$ cat src/rtl/hdx_pkg.sv
package hdx_pkg;
  typedef logic [7:0] byte_t;
  typedef enum logic [1:0] {
    ST_IDLE = 2'd0,
    ST_TX   = 2'd1,
    ST_RX   = 2'd2,
    ST_WAIT = 2'd3
  } link_st_e;
endpackage

$ cat src/rtl/hdx_sync.sv
module hdx_sync #(
  parameter int         W       = 1,
  parameter logic [0:0] RST_VAL = 1'b0
) (
  input  logic         clk_i,
  input  logic         rst_ni,
  input  logic [W-1:0] d_i,
  output logic [W-1:0] q_o
);
  logic [W-1:0] s1_q, s2_q;

  always_ff @(posedge clk_i or negedge rst_ni) begin
    if (!rst_ni) begin
      s1_q <= {W{RST_VAL}};
      s2_q <= {W{RST_VAL}};
    end else begin
      s1_q <= d_i;
      s2_q <= s1_q;
    end
  end

  assign q_o = s2_q;
endmodule

$ cat src/rtl/hdx_us_timer.sv
module hdx_us_timer #(
  parameter int CYC_PER_US = 100,
  parameter int UW         = 11
) (
  input  logic          clk_i,
  input  logic          rst_ni,
  input  logic          start_i,
  input  logic [UW-1:0] us_i,
  output logic          expire_o
);
  localparam int PW = $clog2(CYC_PER_US + 1);

  logic [PW-1:0] pre_q;
  logic [UW-1:0] us_q;
  logic          run_q;
  logic          tick;

  assign tick = run_q && (pre_q == PW'(CYC_PER_US - 1));

  always_ff @(posedge clk_i or negedge rst_ni) begin
    if (!rst_ni) begin
      pre_q    <= '0;
      us_q     <= '0;
      run_q    <= 1'b0;
      expire_o <= 1'b0;
    end else begin
      expire_o <= 1'b0;
      if (start_i) begin
        run_q <= 1'b1;
        pre_q <= '0;
        us_q  <= us_i;
      end else if (tick) begin
        pre_q <= '0;
        us_q  <= us_q - UW'(1);
        if (us_q == UW'(1)) begin
          run_q    <= 1'b0;
          expire_o <= 1'b1;
        end
      end else if (run_q) begin
        pre_q <= pre_q + PW'(1);
      end
    end
  end
endmodule

$ cat src/rtl/hdx_rx_store.sv
module hdx_rx_store #(
  parameter int DEPTH = 254,
  parameter int AW    = 8
) (
  input  logic          clk_i,
  input  logic          we_i,
  input  logic [AW-1:0] waddr_i,
  input  logic [7:0]    wdata_i,
  input  logic [AW-1:0] raddr_i,
  output logic [7:0]    rdata_o
);
  logic [7:0] mem_q [DEPTH];

  always_ff @(posedge clk_i) begin
    if (we_i && (int'(waddr_i) < DEPTH)) mem_q[waddr_i] <= wdata_i;
  end

  assign rdata_o = (int'(raddr_i) < DEPTH) ? mem_q[raddr_i] : 8'h00;
endmodule

$ cat src/rtl/hdx_link_ctrl.sv
module hdx_link_ctrl
  import hdx_pkg::*;
#(
  parameter int CYC_PER_US = 100,
  parameter int RX_GAP_US  = 1500,
  parameter int RETRY_US   = 150,
  parameter int TX_DEPTH   = 16,
  parameter int MAX_RX     = 256,
  localparam int TXA = $clog2(TX_DEPTH),
  localparam int TXL = $clog2(TX_DEPTH) + 1,
  localparam int RXA = $clog2(MAX_RX)
) (
  input  logic           clk_i,
  input  logic           rst_ni,
  input  logic           tx_wr_i,
  input  logic [TXA-1:0] tx_waddr_i,
  input  logic [7:0]     tx_wdata_i,
  input  logic [TXL-1:0] tx_len_i,
  input  logic           tx_start_i,
  output logic           tx_done_o,
  output logic           rx_valid_o,
  output logic [7:0]     rx_type_o,
  output logic [RXA-1:0] rx_len_o,
  input  logic [RXA-1:0] rx_raddr_i,
  output logic [7:0]     rx_rdata_o,
  output logic           rx_ovf_o,
  input  logic           req_ni,
  input  logic           sr_done_i,
  input  logic [7:0]     sr_rdata_i,
  output logic [7:0]     sr_wdata_o,
  output logic           sr_load_o,
  output logic           sr_dir_o,
  output logic           tip_no,
  output logic           ack_no
);
  localparam int CW    = RXA + 1;
  localparam int MAXUS = (RX_GAP_US > RETRY_US) ? RX_GAP_US : RETRY_US;
  localparam int UW    = $clog2(MAXUS + 1);

  // synchronizers: request idles high, done idles low
  logic req_s, done_s, done_d_q, evt;

  hdx_sync #(.W(1), .RST_VAL(1'b1)) u_req_sync (
    .clk_i(clk_i), .rst_ni(rst_ni), .d_i(req_ni), .q_o(req_s));
  hdx_sync #(.W(1), .RST_VAL(1'b0)) u_done_sync (
    .clk_i(clk_i), .rst_ni(rst_ni), .d_i(sr_done_i), .q_o(done_s));

  always_ff @(posedge clk_i or negedge rst_ni) begin
    if (!rst_ni) done_d_q <= 1'b0;
    else         done_d_q <= done_s;
  end
  assign evt = done_s & ~done_d_q;

  // transmit buffer
  byte_t tx_mem_q [TX_DEPTH];
  always_ff @(posedge clk_i) begin
    if (tx_wr_i) tx_mem_q[tx_waddr_i] <= tx_wdata_i;
  end

  // delay timer
  logic          tmr_go_q, tmr_exp;
  logic [UW-1:0] tmr_us_q;

  hdx_us_timer #(.CYC_PER_US(CYC_PER_US), .UW(UW)) u_timer (
    .clk_i(clk_i), .rst_ni(rst_ni), .start_i(tmr_go_q),
    .us_i(tmr_us_q), .expire_o(tmr_exp));

  // control state
  link_st_e       st_q;
  logic           pend_q;
  logic [TXL-1:0] len_q, sent_q, sent_n;
  logic [CW-1:0]  cnt_q, cnt_n;
  logic           rx_end, rx_we;

  assign sent_n = sent_q + TXL'(1);
  assign cnt_n  = cnt_q + CW'(1);
  assign rx_end = req_s || (cnt_n == CW'(MAX_RX));
  assign rx_we  = (st_q == ST_RX) && evt && (cnt_q >= CW'(2));

  hdx_rx_store #(.DEPTH(MAX_RX - 2), .AW(RXA)) u_rx_store (
    .clk_i(clk_i), .we_i(rx_we), .waddr_i(RXA'(cnt_q - CW'(2))),
    .wdata_i(sr_rdata_i), .raddr_i(rx_raddr_i), .rdata_o(rx_rdata_o));

  always_ff @(posedge clk_i or negedge rst_ni) begin
    if (!rst_ni) begin
      st_q       <= ST_IDLE;
      pend_q     <= 1'b0;
      len_q      <= '0;
      sent_q     <= '0;
      cnt_q      <= '0;
      tip_no     <= 1'b1;
      ack_no     <= 1'b1;
      sr_dir_o   <= 1'b0;
      sr_load_o  <= 1'b0;
      sr_wdata_o <= '0;
      tx_done_o  <= 1'b0;
      rx_valid_o <= 1'b0;
      rx_ovf_o   <= 1'b0;
      rx_type_o  <= '0;
      rx_len_o   <= '0;
      tmr_go_q   <= 1'b0;
      tmr_us_q   <= '0;
    end else begin
      sr_load_o  <= 1'b0;
      tx_done_o  <= 1'b0;
      rx_valid_o <= 1'b0;
      rx_ovf_o   <= 1'b0;
      tmr_go_q   <= 1'b0;

      if (tx_start_i && !pend_q) begin
        pend_q <= 1'b1;
        len_q  <= tx_len_i;
      end

      unique case (st_q)
        ST_IDLE: begin
          if (evt) begin
            if (!req_s) begin            // real start, dummy byte dropped
              sr_dir_o <= 1'b0;
              tip_no   <= 1'b0;
              ack_no   <= 1'b1;
              cnt_q    <= CW'(1);
              st_q     <= ST_RX;
            end else if (pend_q) begin   // false start with send pending
              tmr_go_q <= 1'b1;
              tmr_us_q <= UW'(RETRY_US);
              st_q     <= ST_WAIT;
            end
          end else if (pend_q && req_s) begin
            sr_dir_o   <= 1'b1;
            sr_wdata_o <= tx_mem_q[0];
            sr_load_o  <= 1'b1;
            ack_no     <= 1'b1;
            tip_no     <= 1'b0;
            sent_q     <= '0;
            st_q       <= ST_TX;
          end
        end

        ST_TX: begin
          if (evt) begin
            if (!req_s) begin            // collision: yield to peripheral
              sr_dir_o <= 1'b0;
              ack_no   <= 1'b1;
              tip_no   <= 1'b0;
              sent_q   <= '0;
              cnt_q    <= CW'(1);
              st_q     <= ST_RX;
            end else if (sent_n == len_q) begin
              sr_dir_o  <= 1'b0;
              tip_no    <= 1'b1;
              ack_no    <= 1'b1;
              pend_q    <= 1'b0;
              tx_done_o <= 1'b1;
              sent_q    <= '0;
              st_q      <= ST_IDLE;
            end else begin
              sent_q     <= sent_n;
              sr_wdata_o <= tx_mem_q[TXA'(sent_n)];
              sr_load_o  <= 1'b1;
              ack_no     <= ~ack_no;
            end
          end
        end

        ST_RX: begin
          if (evt) begin
            if (cnt_q == CW'(1)) rx_type_o <= sr_rdata_i;
            if (rx_end) begin
              tip_no     <= 1'b1;
              ack_no     <= 1'b1;
              rx_valid_o <= 1'b1;
              rx_ovf_o   <= ~req_s;
              rx_len_o   <= RXA'(cnt_n - CW'(2));
              cnt_q      <= '0;
              if (pend_q) begin
                tmr_go_q <= 1'b1;
                tmr_us_q <= UW'(RX_GAP_US);
                st_q     <= ST_WAIT;
              end else begin
                st_q <= ST_IDLE;
              end
            end else begin
              ack_no <= ~ack_no;
              cnt_q  <= cnt_n;
            end
          end
        end

        ST_WAIT: begin
          if (tmr_exp) begin
            if (!req_s) begin
              st_q <= ST_IDLE;
            end else begin
              sr_dir_o   <= 1'b1;
              sr_wdata_o <= tx_mem_q[0];
              sr_load_o  <= 1'b1;
              ack_no     <= 1'b1;
              tip_no     <= 1'b0;
              sent_q     <= '0;
              st_q       <= ST_TX;
            end
          end
        end

        default: st_q <= ST_IDLE;
      endcase
    end
  end
endmodule

$ cat config.mk
export PLATFORM = sky130hd
export DESIGN_NAME = hdx_link_ctrl
export DESIGN_NICKNAME = d
export VERILOG_FILES = /design/src/rtl/hdx_pkg.sv /design/src/rtl/hdx_sync.sv /design/src/rtl/hdx_us_timer.sv /design/src/rtl/hdx_rx_store.sv /design/src/rtl/hdx_link_ctrl.sv
export SDC_FILE = /design/constraint.sdc
export NUM_CORES = 2
export LEC_CHECK = 0
export ABC_AREA = 1
export ABC_CLOCK_PERIOD_IN_PS = 4800
export BUFFER_PORTS_ARGS = -buffer_cell sky130_fd_sc_hd__buf_2
export CAP_MARGIN = 40
export CORE_MARGIN = 1.5
export CORE_UTILIZATION = 40
export DETAILED_ROUTE_END_ITERATION = 6
export PLACE_DENSITY = 0.54
export SETUP_SLACK_MARGIN = 0.5
export SLEW_MARGIN = 30
export SYNTH_ARGS = -nofsm -noshare
export SYNTH_HDL_FRONTEND = slang
export SYNTH_SLANG_ARGS = --single-unit
$ cat constraint.sdc
create_clock -name clk_i -period 4.8 [get_ports clk_i]
set_input_delay 0.24 -clock clk_i [delete_from_list [all_inputs] [get_ports clk_i]]
set_output_delay 0.24 -clock clk_i [all_outputs]
set_load 0.03 [all_outputs]
---- Yosys cells after proc, flatten, opt, wreduce, memory -nomap -nowiden ----
Memory sizes are Yosys's and may differ from the RTL's.
Index checks and enable logic that the tools add are counted.
word-level totals
  bits in registers ....................... 90
  logic and storage cells ................. 208
  bits in writable memories ............... 2,160
  memories kept ........................... 2
cells by class
  bitwise operators ....................... 4
  add/sub/neg operators ................... 6
  order comparisons ....................... 3
  equality and inequality tests ........... 27
  multiplexer cells ....................... 113
  reduce and logical (&&, ||, !) cells .... 27
memory list
  name              words  bits a word  read ports  clocked after memory_dff  wr ports  RTL line             source
  u_rx_store.mem_q  254    8            1           0                         1         hdx_rx_store.sv:12   logic [7:0] mem_q [DEPTH];
  tx_mem_q          16     8            2           0                         1         hdx_link_ctrl.sv:55  byte_t tx_mem_q [TX_DEPTH];
operators by type and width
  operator               count
  $mux 11                8
  $mux 8                 8
  $mux 1                 62
  $mux 9                 4
  $mux 5                 7
  $pmux 8 s3             1
  $mux 2                 11
  $pmux 11 s2            1
  $mux 7                 3
  $reduce_and 7->1       3
  $ne 2x2->1 const B     10
  $pmux 9 s2             1
  $lt 8x8->1 const B     2
  $reduce_and 8->1       2
  $sub 8x2->8 const B    2
  $pmux 5 s3             1
  $reduce_and 6->1       2
  $eq 11x1->1 const B    1
  $sub 11x1->11 const B  1
  $ne 2x1->1 const B     5
  $add 9x1->9 const B    1
  $eq 9x1->1 const B     1
  $eq 9x9->1 const B     1
  $ge 9x2->1 const B     1
  24 further kinds       41

---- Logic depth before layout (Yosys ltp) ----
  depth after elaboration ................. 7
  gate-level depth with buffers ........... 19
  mapped depth without buffers ............ 17

---- Hierarchy ----
From an unflattened synthesis, not the netlist that was laid out.
unflattened totals
  cell total of the unflattened synthesis .. 8,031
  area, all modules ....................... 92,962.9 um2
modules (own cells, without submodules)
  module                   sequential area each (um2)  times used  cells an instance  area an instance (um2)
  hdx_rx_store             61,018.5                    1           7,055              83,291.1
  hdx_link_ctrl            5,297.6                     1           818                8,400.6
  hdx_us_timer             500.5                       1           154                1,168.6
  hdx_sync at u_req_sync   52.6                        1           2                  52.6
  hdx_sync at u_done_sync  50.0                        1           2                  50.0

---- Worst setup path before layout ----
Ideal clock, no wire load.
  path kind ............................... reg-to-reg
  from .................................... reg cnt_q[1]
  to ...................................... mem u_rx_store.mem_q[178][0] (enable)
  period minus slack after synthesis ...... 2.916 ns
  path slack .............................. 1.884 ns
  cell stages (with the launch flop) ...... 17
  data required time ...................... 4.430 ns
  data arrival time ....................... 2.546 ns
  path through ............................ dfrtp_1 -> inv_1 -> ha_1 -> inv_1 -> nor2_1 -> nand2_2 -> xor2_2 -> inv_2 -> nand2_1 -> nor2_1 -> a21oi_2 -> buf_6 -> nand2_4 -> nor2_4 -> nand2_4 -> buf_6 -> nor2_1
on the way
  cells in the longest elaborated chain, start to end .. 5
  elaborated cells on any way between the ends .. 7
  classes of those cells .................. add/sub: 1; order compare: 2; mux: 2; reduce/logical: 2
RTL lines
  element                                          RTL line                                  source
  start: declaration                               hdx_link_ctrl.sv:72                       logic [CW-1:0] cnt_q, cnt_n;
  start signal: assignment                         hdx_link_ctrl.sv:185                      cnt_q <= cnt_n;
  $sub 8x2->8 or $ge 9x2->1 (tied branches)        hdx_link_ctrl.sv:81, hdx_link_ctrl.sv:78
  $lt 8x8->1 or $logic_and 1x1->1 (tied branches)  hdx_rx_store.sv:15, hdx_link_ctrl.sv:78
  $logic_and 1x1->1                                hdx_rx_store.sv:15                        if (we_i && (int'(waddr_i) < DEPTH)) mem_q[waddr_i] <= wdata_i;
  $mux 1                                           hdx_rx_store.sv:15
  $mux 1 (implied by the code)                     hdx_rx_store.sv:15
  end: declaration                                 hdx_rx_store.sv:12
Parallel ways exist; a longest one is shown, timed or not.

---- Worst setup path after layout ----
  from .................................... reg cnt_q[1]
  to ...................................... mem u_rx_store.mem_q[214][1] (enable)
Same word-level chain as after synthesis.

==> metrics <==
run status completed; antenna violations before repair 7; area added between synthesis and finish 13.42%; Slowest-stage cell, CP sky130_fd_sc_hd__nor2_1; period utilisation layout 0.8632; number of buffer and inverter stages on the critical path 5; startpoint kind of the worst setup timing path register; Worst Path Required 5.29 ns; Synth Area per Inst 11.27 um2; cell family contributing the most delay on the critical path simple AND/OR/NAND/NOR gates; placed wire-length estimate 160300 um; count of warnings emitted by yosys 0; ANT nets after route 0; worst reg2reg endpoint u_rx_store.mem_q[214][1]; overall overflow remaining after global route 0; Setup WS post-layout 0.6565 ns; instance count on the critical path 16; met1 demand-to-capacity share in global routing 0.3180; Setup Total Neg Slack 0 ns; sink of the worst hold path tx_mem_q[8][7]; maximum number of pins on one net before global-route repair 114; type of the worst setup path register to register; switching power total 11.15 mW; worst-skew pair later-pin latency 0.88 ns; met2 Resource Use GR 0.3776; mapped cell area 92220 um2; Die ar. 233400 um2; count of final max-slew check failures 0; die extent in x 483.2 um; global-route usage over all layers 0.2317; Final min period 4.144 ns; share of final-layout standard cells stronger than drive strength 1 0.08204; PnR Total Power 43.85 mW; Cell Chain, Critical Path inv_1, ha_1, inv_1, nor2_1, nand2_2, xor2_2, inv_2, nand2_1, nor2_1, a21oi_2, nand2_1, nor2_2, buf_6, nand2_1, buf_4, nor2_1; Leak Pwr 37.89 nW; maximum clock path buffer count 3; worst IR drop on VDD approximately 0.41 mV; Initial Utilization 0.4015; fraction of power consumed by combinational cells 0.107; ys flop type sky130_fd_sc_hd__edfxtp_1; launch instance of the worst min-delay path tx_waddr_i[1]; worst relative slew slack 0.3563; dpl cells 11000; ratio of total power to cell area 419.2 nW/um2; routing layer with the top usage in global route met2; Iter 0 DRT Violations about 6500; share of total power consumed by net switching 0.2542; RR Startpoint cnt_q[1]; number of sinks on the clock net 2242; depth of the worst register-to-register path 16; height of the die approximately 480 um; total internal power 32.70 mW; clock buffers created by TritonCTS around 230; Clk pwr share 0.395; Post-synth EDFFs approximately 2200; row count 176; Placement Cell Area a little under 100000 um2; number of cells on the worst hold path 4; TritonCTS clock tree done; final std cells w/o fill 11480; post-route standard cell area excluding fillers 104600 um2; transition time at the pin with the least slew margin 0.9656 ns; flip-flop and latch count after synthesis 2242; number of vias per cell after detailed routing ~5.3; H-tree depth 4; endpoint type of the worst setup path register; number of nets at the end of the flow slightly above 8000; Max Freq 0.2413 GHz; post-CTS setup buffer count 0; post-route clock skew 0.02577 ns; wire length of the first global-routing pass 401000 um; clock input transition at the sequential cells of the worst setup and hold paths 0.06 ns; Setup Slack @ Placement between 0.6 and 0.7 ns; weighted congestion reported at the end of routability-driven placement 1.068; share of synthesized area occupied by flip-flops and latches 0.7256; fraction of synthesis flops using an asynchronous set or reset pin 0.03657; classification of the worst-slack hold path input pin to register; via total after detailed routing just over 60000; setup violators final 0; total of buffers placed on input and output ports 77; ports placed on the boundary 78; top fanout value on the critical path 16; cell count after synthesis approximately 8000; final number of hold-violating endpoints 0; data arrival time of the critical path 4.64 ns; root buf cell sky130_fd_sc_hd__clkbuf_16; # DRC 0; wire length reported by the detailed router 274300 um; Worst R2R Setup Slack 0.66 ns; maxcap violations 0; area of the core region 229700 um2; Synthesized Nets 8239; Pre-antenna DRT Iters 7; number of different library cells in the post-synthesis netlist 47; met3 Track Usage GR 0.03322; RSZ-0062 raised after global routing yes; detail-routed net length per standard cell 23.90 um; via count of the first global-routing pass approximately 60000; delay of the slowest critical-path stage 0.51 ns; sequential power share 0.498
-- final cells by class --
| class | instances | area, um2 |
|---|---|---|
| diodes | 5 | 12.51 |
| clock buffers | 276 | 5907 |
| clock inverters | 144 | 1284 |
| fillers | 20930 | 125100 |
| inverters | 252 | 974.7 |
| multi-input cells | 5215 | 22630 |
| flip-flops and latches | 2242 | 66920 |
| well taps | 3026 | 3786 |
| repair buffers | 318 | 3080 |
-- worst min-delay path: cells and delay by family --
kind,cells,cell delay [ns]
buf+inv,1,0.11
simple gates,3,0.37
-- Yosys cell counts (all sizes together), types with 2 or more instances --
master  instances  share of area
edfxtp       2160           0.70
dfrtp          78          0.021
o21a            2        0.00016
clkbuf        381          0.016
a31oi          11        0.00075
nor3           34         0.0018
clkinv          7        0.00028
buf            95         0.0049
dfstp           4         0.0011
xnor2           2        0.00019
ha             15         0.0020
or2             7        0.00047
nor2          846          0.035
nor4            2        0.00014
o21ai         388          0.021
mux2           13         0.0016
nand2        2640           0.11
xor2           20         0.0022
mux2i           4        0.00043
o22ai          49         0.0033
inv           245          0.010
a21oi         224          0.012
o221ai         10        0.00095
a21boi         23         0.0019
nand4          17         0.0012
nand3         851          0.046
o211ai         49         0.0040
-- power by group through the flow --
| stage | sequential, mW | combinational (mW) | clock, mW |
|---|---|---|---|
| after floorplan | 22.5 | 2.26 | 0 |
| after global placement | 22.3 | 4.60 | 0 |
| after detailed placement | 22.3 | 4.64 | 0 |
| after CTS | 21.9 | 4.68 | 17.5 |
| after global routing | 21.9 | 5.06 | 18.3 |
| final | 21.9 | 4.69 | 17.3 |
-- worst max path at each step --
stage / startpoint / to / slack, ns
floorplan: cnt_q[1] / u_rx_store.mem_q[178][0] / 1.88
global placement: cnt_q[1] / u_rx_store.mem_q[208][7] / 0.03
detailed placement: cnt_q[1] / u_rx_store.mem_q[222][5] / 0.63
CTS: cnt_q[1] / u_rx_store.mem_q[222][5] / 0.62
global route: cnt_q[1] / u_rx_store.mem_q[223][7] / 0.36
finish: cnt_q[1] / u_rx_store.mem_q[214][1] / 0.66
-- stage by stage --
stage          utilization  hold WS, ns
2_1_floorplan            -     -0.05559
3_5_place_dp        0.4216       0.1390
6_report            0.4554      0.07322
5_1_grt             0.4554       0.1019
3_3_place_gp        0.4209       0.1360
4_1_cts             0.4545      0.02223
-- cell usage in the layout, fill, tap and decap left out, types with 14 or more instances in the layout --
master,count
sky130_fd_sc_hd__buf_12,47
sky130_fd_sc_hd__nand3_1,850
sky130_fd_sc_hd__clkbuf_16,229
sky130_fd_sc_hd__clkbuf_1,47
sky130_fd_sc_hd__dlygate4sd3_1,36
sky130_fd_sc_hd__clkinv_1,62
sky130_fd_sc_hd__a21oi_1,223
sky130_fd_sc_hd__buf_2,66
sky130_fd_sc_hd__o22ai_1,49
sky130_fd_sc_hd__o211ai_1,49
sky130_fd_sc_hd__xor2_1,18
sky130_fd_sc_hd__dfrtp_1,77
sky130_fd_sc_hd__inv_1,238
sky130_fd_sc_hd__nor2_2,29
sky130_fd_sc_hd__nand2_2,14
sky130_fd_sc_hd__a21boi_0,23
sky130_fd_sc_hd__o21ai_0,388
sky130_fd_sc_hd__nand2_1,2617
sky130_fd_sc_hd__edfxtp_1,2160
sky130_fd_sc_hd__clkinv_2,43
sky130_fd_sc_hd__nor2_1,814
sky130_fd_sc_hd__ha_1,15
sky130_fd_sc_hd__bufinv_16,21
sky130_fd_sc_hd__nand4_1,17
sky130_fd_sc_hd__nor3_1,34
sky130_fd_sc_hd__buf_4,145
-- flip-flops by register name, indices dropped and copies added (netlist names), 2 cells and up --
register / cells
sent_q: 5
rx_len_o: 8
sr_wdata_o: 8
rx_type_o: 8
u_timer.us_q: 11
u_rx_store.mem_q: 2032
st_q: 2
tx_mem_q: 128
cnt_q: 9
u_timer.pre_q: 7
tmr_us_q: 3
len_q: 5
-- per-layer routing --
layer	part of all wire	vias to the layer above
li1	-	28350
met1	0.43	30220
met2	0.47	2204
met3	0.067	424
met4	0.034	6
met5	0.00012	-
-- repair_timing --
action / CTS / global route
setup endpoints to repair: 0 / 287
hold buffers: 36 / 1
endpoints found under the hold margin: 794 / 34
gates resized for setup: 0 / 23
-- cell families after synthesis --
| family | count (synthesis) | share of synthesized area |
|---|---|---|
| fa+ha+maj | 15 | 0.002035 |
| compound gates | 761 | 0.04476 |
| buf+inv | 728 | 0.03062 |
| mux | 17 | 0.002022 |
| flops | 2242 | 0.7256 |
| simple gates | 4400 | 0.1925 |
| xor+xnor | 22 | 0.002374 |
No activity file was read; power rests on OpenSTA's default activity.
